## config.mk

```make
export PLATFORM = sky130hd
export DESIGN_NAME = irq_flag_ctrl
export DESIGN_NICKNAME = d
export VERILOG_FILES = /design/src/rtl/irq_flag_pkg.sv /design/src/rtl/irq_pin_sync.sv /design/src/rtl/irq_sense_detect.sv /design/src/rtl/irq_flag_bank.sv /design/src/rtl/irq_flag_ctrl.sv
export SDC_FILE = /design/constraint.sdc
export NUM_CORES = 1
export LEC_CHECK = 0
export ABC_AREA = 0
export ABC_CLOCK_PERIOD_IN_PS = 3350
export BUFFER_PORTS_ARGS = -buffer_cell sky130_fd_sc_hd__clkbuf_2
export CAP_MARGIN = 10
export CORE_MARGIN = 1
export CORE_UTILIZATION = 50
export CTS_CLUSTER_DIAMETER = 80
export DETAILED_ROUTE_END_ITERATION = 8
export HOLD_SLACK_MARGIN = 0.03
export MAX_ROUTING_LAYER = met4
export PLACE_DENSITY = 0.81
export SKIP_CTS_REPAIR_TIMING = 1
export SLEW_MARGIN = 25
export SYNTH_ARGS = -nofsm -noshare
export SYNTH_HDL_FRONTEND = slang
export SYNTH_SLANG_ARGS = --single-unit
export TNS_END_PERCENT = 100
```

## constraint.sdc

```tcl
create_clock -name clk -period 3.35 [get_ports clk]
set_input_delay 0 -clock clk [delete_from_list [all_inputs] [get_ports clk]]
set_output_delay 0 -clock clk [all_outputs]
set_load 0.01 [all_outputs]
```

## src/rtl/irq_flag_pkg.sv

```systemverilog
package irq_flag_pkg;

  typedef enum logic [1:0] {
    SENSE_LOW  = 2'b00,
    SENSE_FALL = 2'b01,
    SENSE_RISE = 2'b10,
    SENSE_BOTH = 2'b11
  } sense_e;

  localparam logic [1:0] ADDR_STAT  = 2'd0;
  localparam logic [1:0] ADDR_EN    = 2'd1;
  localparam logic [1:0] ADDR_SENSH = 2'd2;
  localparam logic [1:0] ADDR_SENSL = 2'd3;

  // Set condition for one channel from the current and previous synced level.
  function automatic logic sense_hit(sense_e mode, logic cur, logic prev);
    logic fell, rose;
    fell = prev & ~cur;
    rose = ~prev & cur;
    case (mode)
      SENSE_LOW:  sense_hit = ~cur;
      SENSE_FALL: sense_hit = fell;
      SENSE_RISE: sense_hit = rose;
      default:    sense_hit = fell | rose;
    endcase
  endfunction

  // Whether an acknowledge may clear the flag.
  function automatic logic ack_allowed(sense_e mode, logic cur);
    ack_allowed = (mode != SENSE_LOW) | cur;
  endfunction

endpackage

```

## src/rtl/irq_pin_sync.sv

```systemverilog
module irq_pin_sync #(
  parameter int W      = 6,
  parameter int STAGES = 2
) (
  input  logic         clk,
  input  logic         rst_n,
  input  logic [W-1:0] pin,
  output logic [W-1:0] cur,
  output logic [W-1:0] prev
);
  logic [W-1:0] stg_q [STAGES];
  logic [W-1:0] prev_q;

  genvar g;
  generate
    for (g = 0; g < STAGES; g++) begin : g_stage
      if (g == 0) begin : g_first
        always_ff @(posedge clk or negedge rst_n) begin
          if (!rst_n) stg_q[0] <= '1;
          else        stg_q[0] <= pin;
        end
      end else begin : g_next
        always_ff @(posedge clk or negedge rst_n) begin
          if (!rst_n) stg_q[g] <= '1;
          else        stg_q[g] <= stg_q[g-1];
        end
      end
    end
  endgenerate

  always_ff @(posedge clk or negedge rst_n) begin
    if (!rst_n) prev_q <= '1;
    else        prev_q <= stg_q[STAGES-1];
  end

  assign cur  = stg_q[STAGES-1];
  assign prev = prev_q;
endmodule

```

## src/rtl/irq_sense_detect.sv

```systemverilog
module irq_sense_detect
  import irq_flag_pkg::*;
#(
  parameter int NCH = 6
) (
  input  logic [NCH-1:0] sense_hi,
  input  logic [NCH-1:0] sense_lo,
  input  logic [NCH-1:0] cur,
  input  logic [NCH-1:0] prev,
  output logic [NCH-1:0] hit,
  output logic [NCH-1:0] ack_ok
);
  genvar n;
  generate
    for (n = 0; n < NCH; n++) begin : g_ch
      sense_e mode_w;
      assign mode_w    = sense_e'({sense_hi[n], sense_lo[n]});
      assign hit[n]    = sense_hit(mode_w, cur[n], prev[n]);
      assign ack_ok[n] = ack_allowed(mode_w, cur[n]);
    end
  endgenerate
endmodule

```

## src/rtl/irq_flag_bank.sv

```systemverilog
module irq_flag_bank #(
  parameter int NCH = 6
) (
  input  logic           clk,
  input  logic           rst_n,
  input  logic           hw_standby,
  input  logic           hold,
  input  logic [NCH-1:0] set_vec,
  input  logic [NCH-1:0] ack_clr,
  input  logic [NCH-1:0] xfer_clr,
  input  logic [NCH-1:0] rd_one,
  input  logic [NCH-1:0] wr_zero,
  output logic [NCH-1:0] flag_q,
  output logic [NCH-1:0] armed_q,
  output logic [NCH-1:0] clr_vec
);
  logic [NCH-1:0] wr_clr;
  logic [NCH-1:0] flag_d;
  logic [NCH-1:0] armed_d;

  always_comb begin
    wr_clr  = wr_zero & armed_q & {NCH{~hold}};
    clr_vec = (wr_clr | ack_clr | xfer_clr) & {NCH{~hold}};
    // a new set condition overrides any clear
    flag_d  = set_vec | (flag_q & ~clr_vec);
    armed_d = (armed_q | rd_one) & ~wr_clr & flag_d;
  end

  always_ff @(posedge clk or negedge rst_n) begin
    if (!rst_n) begin
      flag_q  <= '0;
      armed_q <= '0;
    end else if (hw_standby) begin
      flag_q  <= '0;
      armed_q <= '0;
    end else begin
      flag_q  <= flag_d;
      armed_q <= armed_d;
    end
  end
endmodule

```

## src/rtl/irq_flag_ctrl.sv

```systemverilog
module irq_flag_ctrl
  import irq_flag_pkg::*;
#(
  parameter int NCH         = 6,
  parameter int DW          = 8,
  parameter int SYNC_STAGES = 2
) (
  input  logic           clk,
  input  logic           rst_n,
  input  logic           hw_standby,
  input  logic           sw_standby,
  input  logic [NCH-1:0] irq_pin,
  input  logic           bus_rd,
  input  logic           bus_wr,
  input  logic [1:0]     bus_addr,
  input  logic [DW-1:0]  bus_wdata,
  output logic [DW-1:0]  bus_rdata,
  input  logic [NCH-1:0] int_ack,
  input  logic [NCH-1:0] xfer_start,
  input  logic           xfer_keep_flag,
  output logic [NCH-1:0] irq_req
);
  localparam int RSV = DW - NCH;

  logic [NCH-1:0] en_q, sh_q, sl_q;
  logic [NCH-1:0] pin_cur, pin_prev;
  logic [NCH-1:0] set_vec, ack_ok, ack_clr, xfer_clr;
  logic [NCH-1:0] rd_one, wr_zero;
  logic [NCH-1:0] flag_q, armed_q, clr_vec;
  logic           wr_stat, rd_stat;
  logic           unused_wdata_hi;

  assign unused_wdata_hi = ^bus_wdata[DW-1:NCH];

  irq_pin_sync #(.W(NCH), .STAGES(SYNC_STAGES)) sync_i (
    .clk(clk), .rst_n(rst_n), .pin(irq_pin), .cur(pin_cur), .prev(pin_prev)
  );

  irq_sense_detect #(.NCH(NCH)) det_i (
    .sense_hi(sh_q), .sense_lo(sl_q), .cur(pin_cur), .prev(pin_prev),
    .hit(set_vec), .ack_ok(ack_ok)
  );

  assign wr_stat  = bus_wr && (bus_addr == ADDR_STAT);
  assign rd_stat  = bus_rd && (bus_addr == ADDR_STAT);
  assign rd_one   = rd_stat ? flag_q : '0;
  assign wr_zero  = {NCH{wr_stat}} & ~bus_wdata[NCH-1:0];
  assign ack_clr  = int_ack & ack_ok;
  assign xfer_clr = xfer_start & {NCH{~xfer_keep_flag}};

  irq_flag_bank #(.NCH(NCH)) bank_i (
    .clk(clk), .rst_n(rst_n), .hw_standby(hw_standby), .hold(sw_standby),
    .set_vec(set_vec), .ack_clr(ack_clr), .xfer_clr(xfer_clr),
    .rd_one(rd_one), .wr_zero(wr_zero),
    .flag_q(flag_q), .armed_q(armed_q), .clr_vec(clr_vec)
  );

  always_ff @(posedge clk or negedge rst_n) begin
    if (!rst_n) begin
      en_q <= '0;
      sh_q <= '0;
      sl_q <= '0;
    end else if (bus_wr) begin
      case (bus_addr)
        ADDR_EN:    en_q <= bus_wdata[NCH-1:0];
        ADDR_SENSH: sh_q <= bus_wdata[NCH-1:0];
        ADDR_SENSL: sl_q <= bus_wdata[NCH-1:0];
        default:    ;
      endcase
    end
  end

  always_comb begin
    case (bus_addr)
      ADDR_STAT:  bus_rdata = {{RSV{1'b0}}, flag_q};
      ADDR_EN:    bus_rdata = {{RSV{1'b0}}, en_q};
      ADDR_SENSH: bus_rdata = {{RSV{1'b0}}, sh_q};
      default:    bus_rdata = {{RSV{1'b0}}, sl_q};
    endcase
  end

  assign irq_req = flag_q & en_q;
endmodule

```

==> metrics.csv, run 1 <==
metric,value,unit
path_class,flop to flop,
clock_latency,0.30,ns
violations,DRC,
power_density,462,mW/mm^2
ir_drop,0.318,mV
final.setup.tns,0,ns
instances_no_fill,326,
hold-worst-slack,0.0298,ns
arrival,1.60,ns
initial_utilization,53.7,%
cp.required,3.52,ns
clk_pin_slew,0.08,ns
drt-total-wl,4770,um
drc,6,
die_x,71.3,um
final_cell_mix,"44 x clkbuf_2, 32 x o21ai_0, 30 x dfrtp_1",
min_period_over_period,42.7,%
worst_pin_slew,0.663,ns
rsz0062_at_grt,false,
ys_warn_count,0,
ys_seq_elements,48,
mostFrequentLayoutCell,clkbuf_2,
status,"finished, violations left",
drive_above_1_share,31.0,%
yosysSeqAreaShare,50.9,%
port_buffers,44,
cts-root-buf,clkbuf_8,
drv_cap,0,
grt_use_total,21.4,%
num_vias,1807,
power.total,1.30,mW
final_util,63.0,%
synth_cell_type_count,29,
clk_path_buf_depth,2,
avgSynthCellArea,10.8,um^2
grt_pass1_wl,7840,um
cts.sinks,48,
cts_tree,done,
finalSetupViolCount,0,
antenna_found_initial,0,
drt_iter0_markers,66,
place_congestion,0.782,
die_area,0.00509,mm^2
antenna_cells,0,
pin_count,49,
avgViaCountPerCell,5.54,
first_pass_iters,7,
skew,0.00741,ns
max_freq,698,MHz
path_max_fanout,2,
nets,320,
startpoint_type,flop,
htreeDepth,2,
grt_max_degree,32,
cp-end-kind,flop,
hpwlAfterDp,3460,um
design.core.area,0.00447,mm^2
leakagePower,1.31,nW
hold_path_class,primary input to flop,
nFillCells,372,
relSlewSlack,55.6,%
numCtsBuffers,5,
wire_per_inst,14.6,um
placedCellCount,310,
synth_cells,222,
syn_area,0.00240,mm^2
die_h,71.3,um
grt.overflow.total,0,
grt_pass1_vias,1627,
report.final.slew_viol_count,0,
finalCriticalPeriod,1.43,ns
seq_area,0.00122,mm^2
area_growth,17.4,%
ant_nets,0,
final_hold_viol_count,0,
multi_input_area,0.00107,mm^2
std_cell_rows,24,
-- layout make-up --
type                       instances  share of cell area, %
sequential                        48                   43.4
timing repair buffer              53                   10.9
tap                               52                   2.31
clock buffer                       8                   3.19
multi-input combinational        148                   37.9
inverter                          17                   2.26
-- worst max-delay path: stages, from the launching register on --
cell	delay (ns)
dfstp_2	0.54
inv_1	0.04
ha_1	0.19
nor2_1	0.11
a21oi_1	0.05
mux2i_1	0.27
a21oi_1	0.11
-- metal layers --
layer  wire [um]  GRT usage, %  vias up  share of wire (%)
met2        2280          33.3       69                 48
met3         288          5.20        8                6.0
met4          61          6.67        0                1.3
met5           0             -        -                  0
met1        2150          27.9      855                 45
li1            -             -      875                  -
-- registers in the layout (all words and copies together), names as in the netlist --
register / cells
sync_i.cur: 6
sh_q: 6
sync_i.prev: 6
en_q: 6
bank_i.armed_q: 6
sl_q: 6
bank_i.flag_q: 6
sync_i.stg_q: 6
-- cells in the mapped netlist --
library cell | n | area (um^2)
nor3b_4 | 1 | 18.8
inv_1 | 17 | 63.8
nor2_1 | 11 | 41.3
nand3b_1 | 2 | 15.0
a311o_1 | 5 | 50.1
mux4_2 | 6 | 135
a311oi_1 | 5 | 43.8
nand2_1 | 21 | 78.8
and2_1 | 6 | 37.5
mux2i_1 | 6 | 60.1
clkbuf_1 | 5 | 18.8
buf_6 | 1 | 11.3
o21ai_0 | 32 | 160
dfstp_2 | 18 | 473
a21oi_1 | 18 | 90.1
a211oi_1 | 1 | 7.51
a21oi_2 | 5 | 43.8
o211ai_1 | 1 | 7.51
nand3_1 | 1 | 5.00
o21a_1 | 1 | 7.51
a211o_1 | 1 | 8.76
buf_2 | 1 | 5.00
conb_1 | 1 | 3.75
buf_4 | 3 | 22.5
dfrtp_1 | 30 | 751
nor2b_1 | 7 | 43.8
nor4b_2 | 1 | 15.0
ha_1 | 12 | 150
mux2_2 | 3 | 33.8
-- cells by family after synthesis --
kind of cell               synth area share [%]
DFF                                        50.9
other                                     0.156
and+or+nand+nor                            10.6
AOI/OAI and AO/OA                          17.4
adders and majority gates                  6.25
buffers and inverters                      5.05
muxes                                      9.53
-- stage by stage --
stage          setup slack, ns  instance area, um^2
2_1_floorplan             2.07                 2410
3_3_place_gp              1.51                 2640
3_5_place_dp              1.51                 2640
4_1_cts                   1.82                 2730
5_1_grt                   1.82                 2820
6_report                  1.92                 2820
-- final timing paths --
kind	start	slack, ns	depth (start not counted)	endpoint
worst min-delay path	bus_wdata[0]	0.03	3	sh_q[0]
worst max-delay path	sync_i.prev[2]	1.92	6	bank_i.flag_q[2]
worst min register to register	sync_i.stg_q[6]	0.36	0	sync_i.cur[0]
worst max register to register	sync_i.prev[2]	1.92	6	bank_i.flag_q[2]
min in group asynchronous	rst_n	0.17	2	sl_q[2]
max in group asynchronous	rst_n	2.41	3	sync_i.prev[4]
-- power by group --
part | switching [mW] | internal (mW) | leakage, nW
Clock | 0.183 | 0.169 | 0.0455
Combinational | 0.127 | 0.119 | 0.691
Sequential | 0.0576 | 0.648 | 0.573
Total | 0.367 | 0.935 | 1.31
No activity file was read; power rests on OpenSTA's default activity.
==> inputs of run 2 (changes only) <==
--- a/config.mk
+++ b/config.mk
@@ -6,7 +6,7 @@
 export NUM_CORES = 1
 export LEC_CHECK = 0
 export ABC_AREA = 0
-export ABC_CLOCK_PERIOD_IN_PS = 3350
+export ABC_CLOCK_PERIOD_IN_PS = 1440
 export BUFFER_PORTS_ARGS = -buffer_cell sky130_fd_sc_hd__clkbuf_2
 export CAP_MARGIN = 10
 export CORE_MARGIN = 1
==> constraint.sdc (replaced) <==
create_clock -name clk -period 1.44 [get_ports clk]
set_input_delay 0 -clock clk [delete_from_list [all_inputs] [get_ports clk]]
set_output_delay 0 -clock clk [all_outputs]
set_load 0.01 [all_outputs]
==> metrics.csv, run 2 (synthesis gave the netlist of run 1 again) <==
metric,value,unit,change
cpPeakStageDelay,0.54,ns,about the same
num_vias,1874,,+3.7%
die_h,71.3,um,unchanged
clock_latency,0.30,ns,about the same
cts.sinks,48,,unchanged
violations,DRC,,
first_pass_iters,7,,unchanged
cp.required,1.62,ns,-1.90 ns
min_period_over_period,97.1,%,+54 points
std_cell_rows,24,,unchanged
cp_slowest_cell,dfstp_2,,
power_density,1040,mW/mm^2,+130%
die_area,0.00509,mm^2,unchanged
final_area,0.00295,mm^2,+4.6%
r2r_cells,6,,unchanged
startpoint_type,flop,,
antenna_found_initial,0,,unchanged
max_freq,715,MHz,+2.5%
area_growth,22.8,%,
grt_use_total,20.9,%,-0.54 points
port_buffers,44,,unchanged
nFillCells,358,,-3.8%
leakagePower,1.36,nW,+4.0%
grt.overflow.total,0,,unchanged
grt_max_degree,28,,-13%
status,"finished, violations left",,
drive_above_1_share,38.9,%,+7.9 points
avgViaCountPerCell,5.51,,-0.56%
finalCriticalPeriod,1.40,ns,-0.0343 ns
die_x,71.3,um,unchanged
ir_drop,0.745,mV,+130%
clk_pin_slew,0.08,ns,about the same
drc,6,,unchanged
cts-root-buf,clkbuf_8,,
cts_tree,done,,
design.core.area,0.00447,mm^2,unchanged
multi_input_area,0.00109,mm^2,+2.1%
ant_nets,0,,unchanged
initial_utilization,53.7,%,unchanged
pin_count,49,,unchanged
mostFrequentLayoutCell,clkbuf_2,,
wire_per_inst,14.1,um,-3.8%
skew,0.00615,ns,-0.00125 ns
dpl-instance-area,0.00269,mm^2,+2.0%
final_cell_mix,"44 x clkbuf_2, 29 x o21ai_0, 29 x dfrtp_1",,
final_util,65.9,%,+2.9 points
path_max_fanout,2,,unchanged
placedCellCount,317,,+2.3%
clk_path_buf_depth,2,,unchanged
drv_cap,0,,unchanged
drt_iter0_markers,95,,+44%
antenna_cells,0,,unchanged
instances_no_fill,340,,+4.3%
grt_pass1_vias,1657,,+1.8%
path_cells,"inv_1, ha_1, nor2_2, a21oi_2, mux2i_2, a21oi_1",,
finalSetupViolCount,0,,unchanged
final_hold_viol_count,0,,unchanged
nets,334,,+4.4%
grt_pass1_wl,7780,um,-0.70%
path_class,flop to flop,,
rsz0062_at_grt,true,,
whs_path_depth,3,,unchanged
numCtsBuffers,5,,unchanged
arrival,1.58,ns,-0.02 ns
cp-end-kind,flop,,
seq_area,0.00122,mm^2,+0.10%
place_congestion,0.798,,+2.1%
drt-total-wl,4790,um,+0.34%
hold_path_class,primary input to flop,,
hpwlAfterDp,3420,um,-1.2%
htreeDepth,2,,unchanged
report.final.slew_viol_count,0,,unchanged
[run 2: metal layers]
metal  wire, um  share of wire [%]  up-vias  GRT usage (%)
met1       2240                 47      906           28.6
met5          0                  0        -              -
met4         70                1.5        0           6.00
li1           -                  -      905              -
met3        272                5.7        8           4.92
met2       2210                 46       55           31.3
[run 2: critical path, delay by kind of cell (launching register included)]
kind                       cells  cell delay, ns
DFF                            1            0.54
buffers and inverters          1            0.04
AOI/OAI and AO/OA              2            0.15
and+or+nand+nor                1            0.12
muxes                          1            0.24
adders and majority gates      1            0.20
[run 2: final timing paths]
path / startpoint / end / slack, ns
worst max-delay path: sync_i.prev[5] / bank_i.flag_q[5] / 0.04
worst min-delay path: bus_wdata[1] / sh_q[1] / 0.03
worst max register to register: sync_i.prev[5] / bank_i.flag_q[5] / 0.04
worst min register to register: sync_i.stg_q[10] / sync_i.cur[4] / 0.36
max in group asynchronous: rst_n / sync_i.prev[5] / 0.85
min in group asynchronous: rst_n / sync_i.stg_q[7] / 0.20
[run 2: stage by stage]
| stage | setup TNS (ns) | power, mW | hold WS (ns) | setup slack [ns] |
|---|---|---|---|---|
| finish | 0 | 3.07 | 0.0288 | 0.0422 |
| global route | -0.00388 | 3.24 | 0.0448 | -0.00388 |
| CTS | 0 | 3.04 | -0.347 | 0.0128 |
| detailed placement | 0 | 2.23 | -0.0200 | 0.0392 |
| global placement | 0 | 2.20 | -0.0181 | 0.0956 |
| floorplan | 0 | 2.00 | -0.296 | 0.157 |
[run 2: final cells by class]
cell class                      count  share of cell area, %
Tap cell                           52                   2.21
Inverter                           17                   2.16
Sequential cell                    48                   41.5
Timing Repair Buffer               67                   14.0
Multi-Input combinational cell    148                   37.0
Clock buffer                        8                   3.05
[run 2: power breakdown]
part	internal [mW]	switching, mW
clock network	0.392	0.408
logic	0.314	0.311
registers	1.51	0.137
total	2.21	0.856
